File: src/rtl/ocmp_pkg.sv
`timescale 1ns/1ps
// Package: shared types and mode decode for the compare channel.
// Assumes a 4-bit mode code; the decode below is the single source of truth.
package ocmp_pkg;

    typedef enum logic [1:0] {
        UPD_DIRECT = 2'd0,
        UPD_TOP    = 2'd1,
        UPD_BOTTOM = 2'd2
    } upd_kind_t;

    // Map a mode code to the moment at which the compare value may change.
    function automatic upd_kind_t mode_to_upd(input logic [3:0] code);
        upd_kind_t k;
        case (code)
            4'd0, 4'd4, 4'd12, 4'd13:                  k = UPD_DIRECT;
            4'd1, 4'd2, 4'd3, 4'd10, 4'd11:            k = UPD_TOP;
            default:                                   k = UPD_BOTTOM;
        endcase
        return k;
    endfunction

endpackage

File: src/rtl/ocmp_mode_decode.sv
`timescale 1ns/1ps
// Mode decode: turns the waveform mode code into two control levels.
// Assumes the mode input is stable or changes only between periods.
module ocmp_mode_decode (
    input  logic [3:0] mode,
    output logic       is_buffered,
    output logic       upd_at_top
);
    import ocmp_pkg::*;

    upd_kind_t kind;

    // Classify the current code.
    always_comb begin
        kind        = mode_to_upd(mode);
        is_buffered = (kind != UPD_DIRECT);
        upd_at_top  = (kind == UPD_TOP);
    end
endmodule

File: src/rtl/ocmp_bus_port.sv
`timescale 1ns/1ps
// Bus port: the byte-wide access path with the high-byte holding register
// and the shadow buffer. A high write only fills the holding register; a
// low write presents the full word for commit. Assumes one strobe per cycle.
module ocmp_bus_port #(
    parameter int BUS_W = 8
) (
    input  logic               clk,
    input  logic               rst_n,
    input  logic [BUS_W-1:0]   bus_wdata,
    input  logic               wr_hi,
    input  logic               wr_lo,
    input  logic               rd_lo,
    input  logic               rd_hi_sel,
    output logic [2*BUS_W-1:0] buf_val,
    output logic [2*BUS_W-1:0] commit_val,
    output logic               commit,
    output logic [BUS_W-1:0]   rd_data
);
    localparam int WORD_W = 2 * BUS_W;

    logic [BUS_W-1:0]  hold_q;
    logic [WORD_W-1:0] shadow_q;

    // Word formed by the holding byte and the incoming low byte.
    always_comb begin
        commit_val = {hold_q, bus_wdata};
        commit     = wr_lo;
        buf_val    = shadow_q;
        rd_data    = rd_hi_sel ? hold_q : shadow_q[BUS_W-1:0];
    end

    // Holding register: written by a high write, or loaded by a low read.
    always_ff @(posedge clk) begin
        if (!rst_n)
            hold_q <= '0;
        else if (wr_hi)
            hold_q <= bus_wdata;
        else if (rd_lo)
            hold_q <= shadow_q[WORD_W-1:BUS_W];
    end

    // Shadow buffer: takes the whole word on every low write.
    always_ff @(posedge clk) begin
        if (!rst_n)
            shadow_q <= '0;
        else if (wr_lo)
            shadow_q <= commit_val;
    end
endmodule

File: src/rtl/ocmp_active_reg.sv
`timescale 1ns/1ps
// Active compare register: the value used by the comparator and offered
// as TOP. Direct modes load it on commit; buffered modes copy the shadow
// buffer on a tick at the chosen count extreme. Assumes at_top/at_bottom
// describe the count present during the tick cycle.
module ocmp_active_reg #(
    parameter int CNT_W = 16
) (
    input  logic             clk,
    input  logic             rst_n,
    input  logic             is_buffered,
    input  logic             upd_at_top,
    input  logic             tick,
    input  logic             at_top,
    input  logic             at_bottom,
    input  logic             commit,
    input  logic [CNT_W-1:0] commit_val,
    input  logic [CNT_W-1:0] buf_val,
    output logic [CNT_W-1:0] active_val
);
    logic             extreme_hit;
    logic [CNT_W-1:0] active_q;

    // Pick the extreme that releases the buffer in the current mode.
    always_comb begin
        extreme_hit = tick && (upd_at_top ? at_top : at_bottom);
        active_val  = active_q;
    end

    // Load the value in use from the bus or from the buffer.
    always_ff @(posedge clk) begin
        if (!rst_n)
            active_q <= '0;
        else if (!is_buffered && commit)
            active_q <= commit_val;
        else if (is_buffered && extreme_hit)
            active_q <= buf_val;
    end
endmodule

File: src/rtl/ocmp_flag_irq.sv
`timescale 1ns/1ps
// Event flag and interrupt: the flag sets on a tick that sees a match and
// clears by acknowledge or by a write of one to bit 0; setting wins.
module ocmp_flag_irq (
    input  logic clk,
    input  logic rst_n,
    input  logic tick,
    input  logic match,
    input  logic irq_ack,
    input  logic flag_wr,
    input  logic clr_bit,
    input  logic irq_en,
    output logic flag,
    output logic irq
);
    logic flag_q;
    logic set_req;
    logic clr_req;

    // Form the set and clear requests.
    always_comb begin
        set_req = tick && match;
        clr_req = irq_ack || (flag_wr && clr_bit);
        flag    = flag_q;
        irq     = flag_q && irq_en;
    end

    // Sticky flag with set priority.
    always_ff @(posedge clk) begin
        if (!rst_n)
            flag_q <= 1'b0;
        else if (set_req)
            flag_q <= 1'b1;
        else if (clr_req)
            flag_q <= 1'b0;
    end
endmodule

File: src/rtl/ocmp16_channel.sv
`timescale 1ns/1ps
// Top: one compare channel for a timer counter. Ties the bus port, mode
// decode, active register, equality comparator and flag logic together.
// Assumes CNT_W is twice the bus width and the counter drives the hints.
module ocmp16_channel #(
    parameter int CNT_W = 16
) (
    input  logic               clk,
    input  logic               rst_n,
    input  logic               tick,
    input  logic [CNT_W-1:0]   count,
    input  logic               at_top,
    input  logic               at_bottom,
    input  logic [3:0]         mode,
    input  logic [CNT_W/2-1:0] bus_wdata,
    input  logic               wr_hi,
    input  logic               wr_lo,
    input  logic               rd_lo,
    input  logic               rd_hi_sel,
    input  logic               flag_wr,
    input  logic               irq_ack,
    input  logic               irq_en,
    output logic [CNT_W/2-1:0] rd_data,
    output logic               match,
    output logic               flag,
    output logic               irq,
    output logic [CNT_W-1:0]   active_val
);
    localparam int BUS_W = CNT_W / 2;

    logic             is_buffered;
    logic             upd_at_top;
    logic [CNT_W-1:0] buf_val;
    logic [CNT_W-1:0] commit_val;
    logic             commit;

    ocmp_mode_decode u_dec (
        .mode        (mode),
        .is_buffered (is_buffered),
        .upd_at_top  (upd_at_top)
    );

    ocmp_bus_port #(.BUS_W(BUS_W)) u_port (
        .clk        (clk),
        .rst_n      (rst_n),
        .bus_wdata  (bus_wdata),
        .wr_hi      (wr_hi),
        .wr_lo      (wr_lo),
        .rd_lo      (rd_lo),
        .rd_hi_sel  (rd_hi_sel),
        .buf_val    (buf_val),
        .commit_val (commit_val),
        .commit     (commit),
        .rd_data    (rd_data)
    );

    ocmp_active_reg #(.CNT_W(CNT_W)) u_act (
        .clk         (clk),
        .rst_n       (rst_n),
        .is_buffered (is_buffered),
        .upd_at_top  (upd_at_top),
        .tick        (tick),
        .at_top      (at_top),
        .at_bottom   (at_bottom),
        .commit      (commit),
        .commit_val  (commit_val),
        .buf_val     (buf_val),
        .active_val  (active_val)
    );

    // Continuous equality comparison against the live count.
    always_comb match = (count == active_val);

    ocmp_flag_irq u_flag (
        .clk     (clk),
        .rst_n   (rst_n),
        .tick    (tick),
        .match   (match),
        .irq_ack (irq_ack),
        .flag_wr (flag_wr),
        .clr_bit (bus_wdata[0]),
        .irq_en  (irq_en),
        .flag    (flag),
        .irq     (irq)
    );
endmodule

File: config.mk
export PLATFORM = sky130hd
export DESIGN_NAME = ocmp16_channel
export DESIGN_NICKNAME = d
export VERILOG_FILES = /design/src/rtl/ocmp_pkg.sv /design/src/rtl/ocmp_mode_decode.sv /design/src/rtl/ocmp_bus_port.sv /design/src/rtl/ocmp_active_reg.sv /design/src/rtl/ocmp_flag_irq.sv /design/src/rtl/ocmp16_channel.sv
export SDC_FILE = /design/constraint.sdc
export NUM_CORES = 1
export LEC_CHECK = 0
export ABC_CLOCK_PERIOD_IN_PS = 3300
export BUFFER_PORTS_ARGS = -buffer_cell sky130_fd_sc_hd__buf_4
export CORE_MARGIN = 4
export CORE_UTILIZATION = 53
export DETAILED_ROUTE_END_ITERATION = 10
export PLACE_DENSITY = 0.91
export RECOVER_POWER = 50
export SYNTH_ARGS = -nofsm -noshare
export SYNTH_HDL_FRONTEND = slang
export SYNTH_SLANG_ARGS = --single-unit
File: constraint.sdc
create_clock -name clk -period 3.3 [get_ports clk]
set_input_delay 0.99 -clock clk [delete_from_list [all_inputs] [get_ports clk]]
set_output_delay 0.99 -clock clk [all_outputs]
set_load 0.01 [all_outputs]
==> results.yml, run 1 <==
worst_setup_path:
  crit_path_start_kind: "input pin"
  crit_type: "in2out"
  required_ns: 2.31
  end_kind: "output pin"
  crit_fanout: 2
  cp.arrival_ns: 2.00
yosys:
  synth_nets: 276
  syn_area_per_cell_um2: 10.1
  yosysWarnings: 0
  syn_area_mm2: 0.00238
  ys.flop_type: "dfxtp_1"
  yosys.cell_count.top_type: "dfxtp_1"
  synth_commonest_cells: "41 x dfxtp_1, 24 x mux2i_1, 24 x o21ai_0"
  netlist_top_cells_area: "dfxtp_1 35%, mux2i_1 10%, xnor2_1 5.9%"
  synth.distinct_cells: 33
  ys_ff_latch: 41
  synth.top_cell.area_share_pct: 34.5
  postSynthCellCount: 235
  synth_edf_count: 0
  synth-seq-area-share_pct: 34.5
  synth_top_cell_by_area: "dfxtp_1"
  async_flop_share_pct: 0
power:
  leakage_uw: 0.00113
  p_comb_share_pct: 26.3
  swShare_pct: 30.3
  ir_drop_v: 0.000260
  p_per_area_mw_per_mm2: 411
  p_int_uw: 832
  clkPwrFrac_pct: 26.0
  p_switching_uw: 361
  seq_power_share_pct: 47.7
floorplanning:
  ioPinCount: 67
  std_cell_rows: 24
  start_util_pct: 54.6
  dieArea_mm2: 0.00562
  die_h_um: 75.0
  coreArea_mm2: 0.00435
  fp.dieW_um: 75.0
detailed_routing:
  routedWlPerCell_um: 17.3
  vias: 2071
  first_pass_iters: 4
  drc_errors: 0
  viasPerCell: 5.97
  drtAntennaViolNets: 0
  drt_iter0_drc: 229
  wl_um: 6010
clock_tree:
  htree_levels: 2
  clockRootBuffer: "clkbuf_8"
  cts_tree: "yes"
  ctsResizeCount: 0
  cts_hold_buf: 0
  path_clk_slew_ns: 0.07
  clock_latency_ns: 0.29
  numCtsBuffers: 5
  postCtsSetupRepairBufs: 0
  cts_buffer_depth: 2
  cts.sink_count: 41
sta:
  finalCritPeriodShare_pct: 90.6
  finalSetupViolations: 0
  finalCriticalPeriod_ns: 2.99
  hold_viol_final: 0
  rsz0062_at_grt: "false"
  fin_ws_ns: 0.310
  worstMarginPinSlew_ns: 1.35
  tns_ns: 0
  slew_headroom_pct: 9.67
  finClkSkew_ns: 0.00578
  fmax_mhz: 334
  drv_slew: 0
global_routing:
  first_global_vias: 1947
  grt_overflow: 0
  grt_use_total_pct: 22.0
  grt_start_max_net_pins: 43
  grt_pass1_wl_um: 9530
  antenna_found_initial: 0
placement:
  pre_cts_ws_ns: 0.333
  place.gp.congestion: 0.815
  port_buffers: 66
  dpl.hpwl_um: 4450
final_layout:
  drive_gt1_share_pct: 34.6
  diodes: 0
  fin_nets: 335
  n_fill_cell: 339
  multi_input_area_mm2: 0.00146
  final-seq-area_um2: 821
  fin_util_pct: 66.7
  areaGrowthSynthToFinish_pct: 22.2
run_status:
  outcome: "completed"
job:
  cap_viol_max_count: 0
worst_hold_path:
  hp-class: "reg2reg"
[layout by cell type, fill, tap and decap left out]
cell,count
nand4_1,5
dfxtp_1,41
a2111oi_4,3
nand2b_4,1
a21o_4,1
buf_4,57
nand2_1,12
nor2b_1,16
o21ai_2,1
ha_1,1
o21a_2,1
o31ai_4,2
o2111a_2,1
o21ai_0,24
a211oi_2,10
nor4_1,1
and2_0,5
clkinv_2,2
a2111oi_0,6
inv_1,1
nor2_1,16
a31o_2,1
xnor2_1,16
and2_1,4
mux2_2,8
nor2_4,1
nor3_1,1
clkbuf_8,5
a2111oi_2,7
clkbuf_1,13
nor3b_2,1
a211oi_1,7
mux2i_1,24
[area by class of cell]
| type | instances | share of cell area, % |
|---|---|---|
| Timing Repair Buffer | 69 | 16.3 |
| Clock inverter | 2 | 0.345 |
| Inverter | 1 | 0.129 |
| Sequential cell | 41 | 28.3 |
| Multi-Input combinational cell | 176 | 50.2 |
| Clock buffer | 6 | 2.50 |
| Tap cell | 52 | 2.24 |
[state kept, by name, summed over array words and instances, names as in the netlist]
signal / count
u_act.active_val: 16
u_flag.flag: 1
u_port.hold_q: 8
u_port.buf_val: 16
[cell families after synthesis]
| group | share of synthesized area, % |
|---|---|
| AOI/OAI and AO/OA | 26.3 |
| xor gates and xnor gates | 5.90 |
| adders and majority gates | 0.527 |
| buffers and inverters | 4.42 |
| DFF | 34.5 |
| muxes | 13.9 |
| and+or+nand+nor | 14.4 |
[routing by layer]
layer	vias up	GRT usage (%)	wire length [um]	part of all wire [%]
li1	986	-	-	-
met1	999	29.3	2570	43
met2	75	35.7	2990	50
met3	11	2.94	343	5.7
met4	0	9.29	104	1.7
met5	-	0	0	0
[metrics by stage]
step	power (uW)	hold WS (ns)	area, um^2	cells
finish	1190	0.549	2900	347
floorplan	777	0.502	2380	235
global route	1250	0.580	2900	347
detailed placement	900	0.538	2870	339
CTS	1200	0.549	2950	347
global placement	889	0.522	2870	339
[power groups by stage]
stage               combinational (uW)  clock, uW  sequential [uW]
finish                             314        311              569
global route                       340        333              574
CTS                                323        311              569
detailed placement                 320          0              580
global placement                   312          0              577
floorplan                          196          0              581
[final timing paths]
path	cells after the start	endpoint	start	slack, ns
worst max-delay path	6	match	count[5]	0.31
worst min-delay path	2	u_act.active_val[15]	u_port.buf_val[15]	0.55
worst max register to register	5	u_flag.flag	u_act.active_val[6]	1.89
worst min register to register	2	u_act.active_val[15]	u_port.buf_val[15]	0.55
[critical path, stage by stage]
cell      delay, ns
buf_4          0.11
xnor2_1        0.14
nand4_1        0.13
nor4_1         0.28
clkbuf_1       0.20
buf_4          0.15
(Power assumes the default switching activity.)
==> run 2, diff against run 1 <==
--- a/config.mk
+++ b/config.mk
@@ -9,9 +9,11 @@
 export BUFFER_PORTS_ARGS = -buffer_cell sky130_fd_sc_hd__buf_4
 export CORE_MARGIN = 4
 export CORE_UTILIZATION = 53
+export CTS_BUF_LIST = sky130_fd_sc_hd__clkbuf_16
 export DETAILED_ROUTE_END_ITERATION = 10
 export PLACE_DENSITY = 0.91
 export RECOVER_POWER = 50
 export SYNTH_ARGS = -nofsm -noshare
 export SYNTH_HDL_FRONTEND = slang
+export SYNTH_HIERARCHICAL = 1
 export SYNTH_SLANG_ARGS = --single-unit
==> run 2 against run 1 <==
Net effect:
- non-clock buffer count shrank 1
- critical path depth shrank 1
- via count shrank 14%
- sequential cell count is the same
- utilization shrank 0.43 points
==> results.yml, run 2 <==
worst_setup_path:
  crit_buf_inv: 2
  cp_slowest_cell: "nor4_2"
  cp_slowest_stage_delay_ns: 0.40
  reg2reg_slack_ns: 1.87
  path_delay_family: "simple AND/OR/NAND/NOR gates"
  crit_fanout: 2
  crit_type: "in2out"
  path_cells: "buf_4 -> xnor2_1 -> nand4_1 -> nor4_2 -> buf_4"
  required_ns: 2.31
  crit_path_start_kind: "input pin"
  cp-startpoint: "count[10]"
  cp_common_cell: "buf_4"
  cp.arrival_ns: 2.06
  end_kind: "output pin"
  r2r-start: "u_act/active_val[10]"
clock_tree:
  ctsResizeCount: 0
  htree_levels: 2
  cts_hold_buf: 0
  cts.sink_count: 41
  postCtsSetupRepairBufs: 0
  numCtsBuffers: 5
  cts_buffer_depth: 2
  clockRootBuffer: "clkbuf_16"
  clock_latency_ns: 0.28
  cts_tree: "yes"
  path_clk_slew_ns: 0.05
worst_hold_path:
  hp-class: "reg2reg"
  min_from: "u_flag/flag"
sta:
  drv_slew: 0
  hold_viol_final: 0
  finClkSkew_ns: 0.00279
  rsz0062_at_grt: "false"
  finalSetupViolations: 0
  finalCritPeriodShare_pct: 92.3
  worstMarginPinSlew_ns: 1.18
  tns_ns: 0
  hold-worst-slack_ns: 0.518
  finalCriticalPeriod_ns: 3.05
  slew_headroom_pct: 21.2
  fmax_mhz: 328
final_layout:
  areaGrowthSynthToFinish_pct: 21.2
  fin_util_pct: 66.3
  diodes: 0
  fin_nets: 309
  n_fill_cell: 385
  drive_gt1_share_pct: 32.0
  final_cell_mix: "57 x buf_4, 41 x dfxtp_1, 32 x mux2i_1"
  final_common_cell: "buf_4"
global_routing:
  grt_start_max_net_pins: 27
  antenna_found_initial: 0
  grt_pass1_wl_um: 8740
  grt_overflow: 0
  grt_use_total_pct: 20.9
  first_global_vias: 1734
yosys:
  synth-seq-area-share_pct: 34.7
  synth.distinct_cells: 29
  async_flop_share_pct: 0
  netlist_top_cells_area: "dfxtp_1 35%, mux2i_1 14%, a211oi_1 7.0%"
  synth_nets: 259
  synth.top_cell.area_share_pct: 34.7
  ys.flop_type: "dfxtp_1"
  yosysWarnings: 6
  syn_area_per_cell_um2: 10.8
  synth_edf_count: 0
  syn_area_mm2: 0.00236
  yosys.cell_count.top_type: "dfxtp_1"
  postSynthCellCount: 218
  synth_top_cell_by_area: "dfxtp_1"
  synth_commonest_cells: "41 x dfxtp_1, 32 x mux2i_1, 22 x a211oi_1"
  ys_ff_latch: 41
power:
  ir_drop_v: 0.000282
  p_per_area_mw_per_mm2: 487
  leakage_uw: 0.00131
detailed_routing:
  vias: 1782
  first_pass_iters: 4
  drt-met1-wl_um: 2520
  viasPerCell: 5.55
  top_layer_used: "met4"
  met2_wirelength_um: 2590
  drc_errors: 0
  drtAntennaViolNets: 0
  wl_um: 5480
  dr_wl_met3_um: 303
  drt_iter0_drc: 126
  routedWlPerCell_um: 17.1
placement:
  port_buffers: 66
  dpl.hpwl_um: 3980
  place.gp.congestion: 0.815
run_status:
  outcome: "completed"
floorplanning:
  coreArea_mm2: 0.00432
  std_cell_rows: 24
  start_util_pct: 54.7
  ioPinCount: 67
  fp.dieW_um: 74.8
  die_h_um: 74.8
  dieArea_mm2: 0.00559
job:
  cap_viol_max_count: 0
==> run 2: layer usage <==
layer	global-route usage, %	up-vias
met3	3.60	7
met1	28.9	848
li1	-	879
met4	6.52	0
met2	33.3	48
met5	0	-
==> run 2: through the flow <==
step / std cells / power [uW] / worst slack [ns] / instance area, um^2
finish: 321 / 1400 / 0.253 / 2870
global route: 321 / 1460 / 0.165 / 2870
CTS: 321 / 1420 / 0.247 / 2930
detailed placement: 313 / 885 / 0.222 / 2770
global placement: 313 / 877 / 0.299 / 2770
floorplan: 218 / 778 / 0.682 / 2360
==> run 2: where the power goes <==
| group | switching (uW) | internal (uW) | total (uW) |
|---|---|---|---|
| registers | 34.2 | 533 | 567 |
| clock network | 182 | 351 | 533 |
| logic | 143 | 152 | 295 |
==> run 2: worst paths after layout <==
check,endpoint,depth (start not counted)
worst min register to register,u_flag/flag,2
worst max-delay path,match,5
worst min-delay path,u_flag/flag,2
worst max register to register,u_flag/flag,5
==> run 2: worst register-to-register path, cell delays in order (launching register included) <==
cell and delay [ns]:
dfxtp_1 0.33, xnor2_1 0.23, nand4_1 0.17, nor4_2 0.40
nand2_1 0.09, a21boi_1 0.14
==> run 2: cell type report <==
cell class	count	area (um^2)	area share (%)
inverter	2	7.51	0.262
clock inverter	3	37.5	1.31
clock buffer	5	125	4.37
multi-input combinational	150	1340	46.8
tap	52	65.1	2.27
timing repair buffer	68	469	16.4
sequential	41	821	28.6
==> run 2: cell families after synthesis <==
logic type	synth area share (%)
muxes	23.1
AOI/OAI and AO/OA	17.5
DFF	34.7
and+or+nand+nor	10.7
buffers and inverters	7.46
xor gates and xnor gates	5.93
adders and majority gates	0.529
